--- src/rtl/scl_phase_gen.sv ---
module scl_phase_gen #(
  parameter int PW = 8,
  parameter int TW = 3
) (
  input  logic          clk,
  input  logic          rst_n,
  input  logic          park,
  input  logic [PW-1:0] lo_period,
  input  logic [PW-1:0] hi_period,
  input  logic [PW-1:0] hold_pos,
  input  logic [PW:0]   sample_pos,
  input  logic          scl_dg_en,
  input  logic [TW-1:0] scl_dg_thr,
  input  logic          sda_dg_en,
  input  logic [TW-1:0] sda_dg_thr,
  input  logic          scl_in,
  input  logic          sda_in,
  output logic          scl_drive_low,
  output logic          scl_filt,
  output logic          sda_filt,
  output logic          stb_fall,
  output logic          stb_change,
  output logic          stb_rise,
  output logic          stb_sample
);

  localparam int CW = PW + 1;

  typedef enum logic [1:0] {PH_LOW, PH_WAIT, PH_HIGH} phase_t;

  logic [1:0]         raw_v, en_v, flt_v;
  logic [1:0][TW-1:0] thr_v;

  assign raw_v = {sda_in, scl_in};
  assign en_v  = {sda_dg_en, scl_dg_en};
  assign thr_v = {sda_dg_thr, scl_dg_thr};

  for (genvar g = 0; g < 2; g++) begin : g_dg
    logic          q;
    logic [TW-1:0] run;
    always_ff @(posedge clk or negedge rst_n) begin
      if (!rst_n) begin
        q   <= 1'b1;
        run <= '0;
      end else if (raw_v[g] == q) begin
        run <= '0;
      end else if (!en_v[g] || run == thr_v[g]) begin
        q   <= raw_v[g];
        run <= '0;
      end else begin
        run <= run + 1'b1;
      end
    end
    assign flt_v[g] = q;
  end

  assign scl_filt = flt_v[0];
  assign sda_filt = flt_v[1];

  phase_t        ph;
  logic [CW-1:0] cnt, hi_top;

  always_comb begin
    if (!scl_dg_en)
      hi_top = CW'(hi_period) + CW'(5);
    else if (scl_dg_thr <= TW'(2))
      hi_top = CW'(hi_period) + CW'(6) - CW'(scl_dg_thr);
    else
      hi_top = CW'(hi_period) + CW'(4);
  end

  always_ff @(posedge clk or negedge rst_n) begin
    if (!rst_n) begin
      ph  <= PH_LOW;
      cnt <= '0;
    end else if (park) begin
      ph  <= PH_LOW;
      cnt <= '0;
    end else begin
      case (ph)
        PH_LOW: begin
          if (cnt == CW'(lo_period)) begin
            ph  <= PH_WAIT;
            cnt <= '0;
          end else begin
            cnt <= cnt + 1'b1;
          end
        end
        PH_WAIT: begin
          if (scl_filt) begin
            ph  <= PH_HIGH;
            cnt <= CW'(1);
          end else if (!(&cnt)) begin
            cnt <= cnt + 1'b1;
          end
        end
        PH_HIGH: begin
          if (cnt == hi_top) begin
            ph  <= PH_LOW;
            cnt <= '0;
          end else begin
            cnt <= cnt + 1'b1;
          end
        end
        default: begin
          ph  <= PH_LOW;
          cnt <= '0;
        end
      endcase
    end
  end

  wire live = !park;

  assign scl_drive_low = park || (ph == PH_LOW);
  assign stb_fall      = live && ph == PH_LOW && cnt == '0;
  assign stb_change    = live && ph == PH_LOW && cnt == CW'(hold_pos);
  assign stb_rise      = live && ph == PH_WAIT && cnt == '0;
  assign stb_sample    = live && ((ph == PH_WAIT && scl_filt && sample_pos == '0) ||
                                  (ph == PH_HIGH && cnt == sample_pos));

endmodule

--- config.mk ---
export PLATFORM = sky130hd
export DESIGN_NAME = scl_phase_gen
export DESIGN_NICKNAME = d
export VERILOG_FILES = /design/src/rtl/scl_phase_gen.sv
export SDC_FILE = /design/constraint.sdc
export NUM_CORES = 1
export LEC_CHECK = 0
export ABC_AREA = 1
export BUFFER_PORTS_ARGS = -buffer_cell sky130_fd_sc_hd__buf_2
export CAP_MARGIN = 15
export CORE_UTILIZATION = 51
export CTS_CLUSTER_SIZE = 25
export DETAILED_ROUTE_END_ITERATION = 10
export MAX_ROUTING_LAYER = met4
export PLACE_DENSITY = 0.78
export SLEW_MARGIN = 20
export SYNTH_ARGS = -nofsm -noshare
export SYNTH_HDL_FRONTEND = slang
export SYNTH_SLANG_ARGS = --single-unit
--- constraint.sdc ---
create_clock -name clk -period 1.8 [get_ports clk]
set_input_delay 0.27 -clock clk [delete_from_list [all_inputs] [get_ports clk]]
set_output_delay 0.27 -clock clk [all_outputs]
set_load 0.03 [all_outputs]
==> flow_metrics.env <==
export IMPL_clkTransAtPathRegs_ns=0.08
export IMPL_yosys_warnings=0
export IMPL_ir_worst_vdd_mv=0.471
export IMPL_cts_sinks=19
export IMPL_vias=3528
export IMPL_portBuffers=52
export IMPL_outcome="finished with violations"
export IMPL_routed_wl_um=9740
export IMPL_final_nets=623
export IMPL_fin_crit_sh=1.34
export IMPL_tritoncts="done"
export IMPL_die_w_um=74.3
export IMPL_fmax_mhz=414
export IMPL_criticalPathCategory="input pin to flip-flop"
export IMPL_grt_max_degree=20
export IMPL_grt_antenna_before_repair=0
export IMPL_drt_initial_drc_count=271
export IMPL_crit_family="simple AND/OR/NAND/NOR gates"
export IMPL_root_buffer="clkbuf_8"
export IMPL_initial_core_util=0.547
export IMPL_p_leak_uw=0.00207
export IMPL_grt_pass1_vias=3231
export IMPL_pre_cts_slack_ns=-0.818
export IMPL_setup_violations=14
export IMPL_seq_area_frac_synth=0.179
export IMPL_ys_async_sr_fraction=1.00
export IMPL_syn2layout_area_growth_pct=51.1
export IMPL_fin_ws_ns=-0.615
export IMPL_clkLatencyLatePin_ns=0.26
export IMPL_violations="setup timing"
export IMPL_synth_xor_area_frac=0.0919
export IMPL_cpMostUsedCell="nand2_1"
export IMPL_nFillCells=306
export IMPL_ys_seq_elements=19
export IMPL_drv_slew=0
export IMPL_synth_adder_area_share=0.111
export IMPL_ys_flop_type="dfrtp_1"
export IMPL_grt_pass1_wl_um=13500
export IMPL_cp_cell_sequence="buf_2 > inv_2 > ha_4 > inv_1 > ha_1 > nand2_1 > nand2_1 > nand3_2 > nand2_1 > nand2_1 > nand3_1 > nand2_1 > nand3_1 > nand2_1 > nor2_4 > nand4_4 > buf_6 > nand3_2 > o31ai_2"
export IMPL_slowest_stage="ha_1"
export IMPL_track_usage=0.325
export IMPL_antenna_cells=0
export IMPL_synth_top_family_by_area="simple AND/OR/NAND/NOR gates"
export IMPL_hp_class="input pin to flip-flop"
export IMPL_ctsLongestPathBuffers=2
export IMPL_ios=53
export IMPL_ys_types=45
export IMPL_die_h_um=74.3
export IMPL_powerDensity_nw_per_um2=396
export IMPL_syn_nets=490
export IMPL_end_kind="flip-flop"
export IMPL_syn_area_sq_um=2670
export IMPL_regArea_sq_um=482
export IMPL_drtPass1Iterations=5
export IMPL_crit_fanout=5
export IMPL_max_cap_violations=0
export IMPL_finalClockSkew_ns=0.0105
export IMPL_syn_avg_cell_area_sq_um=6.34
export IMPL_cts_buffers=3
export IMPL_wl_per_cell_um=15.7
export IMPL_globalplace_congestion=0.906
export IMPL_crit_buf_inv=4
export IMPL_rsz0062_at_grt="true"
export IMPL_required_ns=1.95
export IMPL_h_tree_depth=1
export IMPL_max_slew_margin=0.706
export IMPL_synthCells=421
export IMPL_grt_overflow=0
export IMPL_drc_errors=0
export IMPL_drive_above_1_share=0.410
export IMPL_layout_common_cells="nand2_1, buf_4, buf_2"
export IMPL_synth_mux_area_frac=0.00422
export IMPL_post_dp_hpwl_um=6170
export IMPL_tightest_slew_ns=0.441
export IMPL_multiInputGateArea_sq_um=2220
export IMPL_slowest_delay_ns=0.28
export IMPL_fin_crit_ns=2.42
export IMPL_synth_compound_area_frac=0.0914
export IMPL_die_area_sq_um=5530
export IMPL_synth_edff_count=0
export IMPL_avgViaCountPerCell=5.69
export IMPL_arrival_ns=2.56
export IMPL_ant_nets=0
export IMPL_whs_ns=0.281
export IMPL_final_common_cell="nand2_1"
export IMPL_rows=25
export IMPL_core_sq_um=4880
export IMPL_cp_start_kind="input pin"
export IMPL_hold_violations=0
export IMPL_synth_simple_gate_area_frac=0.424
-- area by class of cell --
class,count,area share
multi-input cells,337,0.552
repair buffers,135,0.237
flip-flops and latches,19,0.119
inverters,58,0.0593
well taps,67,0.0208
clock buffers,4,0.0112
-- per-layer routing --
layer  part of all wire  GRT usage  wire length, um  vias up
met5                  0          -                0        -
met4              0.053     0.0985              518        0
met3               0.10     0.0515              976       65
met2               0.46      0.564             4470      264
met1               0.39      0.386             3770     1567
li1                   -          -                -     1632
-- cell usage after synthesis, types with 4 or more instances --
cell,n,area (sq um)
xnor2_1,9,78.8
nor3_1,7,35.0
nor2_2,4,25.0
xor2_1,19,166
buf_2,5,25.0
or2_0,5,31.3
a221oi_1,5,43.8
nand4_1,6,37.5
a21oi_1,11,55.1
o22ai_1,7,43.8
inv_1,50,188
nand2_1,137,514
ha_1,22,275
inv_2,5,18.8
nor2_1,28,105
dfrtp_1,17,425
nand3_1,38,190
nand2_2,4,25.0
-- report_power, final --
group | leakage [uW] | total, uW | switching (uW) | internal, uW
clock network | 0.0000228 | 302 | 145 | 157
logic | 0.00180 | 819 | 466 | 353
registers | 0.000249 | 475 | 22.4 | 452
total | 0.00207 | 1600 | 633 | 963
-- sequential cells by signal, indices dropped and copies added (netlist names) --
signal and flops:
ph 2, sda_filt 1, scl_filt 1, g_dg.run 6, cnt 9
-- logic make-up after synthesis --
| family | Yosys count |
|---|---|
| AND/OR/NAND/NOR | 247 |
| buffers and inverters | 66 |
| AO/OA/AOI/OAI | 37 |
| XOR/XNOR | 28 |
| adder cells (fa/ha/maj) | 23 |
| flip-flops | 19 |
| multiplexers | 1 |
-- what timing repair did --
item | CTS | global route
hold buffers | 1 | 0
gates cloned | 1 | 0
buffers inserted | 6 | 12
setup endpoints to repair | 14 | 15
resized for setup | 38 | 45
endpoints found under the hold margin | 17 | 0
pin swaps | 28 | 35
-- worst paths after layout --
kind | from | end | slack, ns | cells past startpoint
min in group asynchronous | rst_n | ph[1] | 0.50 | 2
max | hi_period[2] | ph[1] | -0.62 | 19
max reg2reg | cnt[2] | cnt[8] | -0.22 | 12
min reg2reg | g_dg[0].run[0] | g_dg[0].run[0] | 0.48 | 1
min | sda_in | sda_filt | 0.28 | 2
max in group asynchronous | rst_n | scl_filt | 0.95 | 2
-- per-stage QoR --
stage	setup TNS, ns	instance area [sq um]	std cells	total power [uW]	utilization
3_5_place_dp	-7.95	3530	597	1190	0.724
4_1_cts	-5.44	3780	609	1530	0.776
2_1_floorplan	-4.23	2740	421	905	-
5_1_grt	-8.09	4030	620	1700	0.826
3_3_place_gp	-7.52	3530	597	1160	0.724
6_report	-6.42	4030	620	1600	0.826
Power figures use the tool's default switching activity.
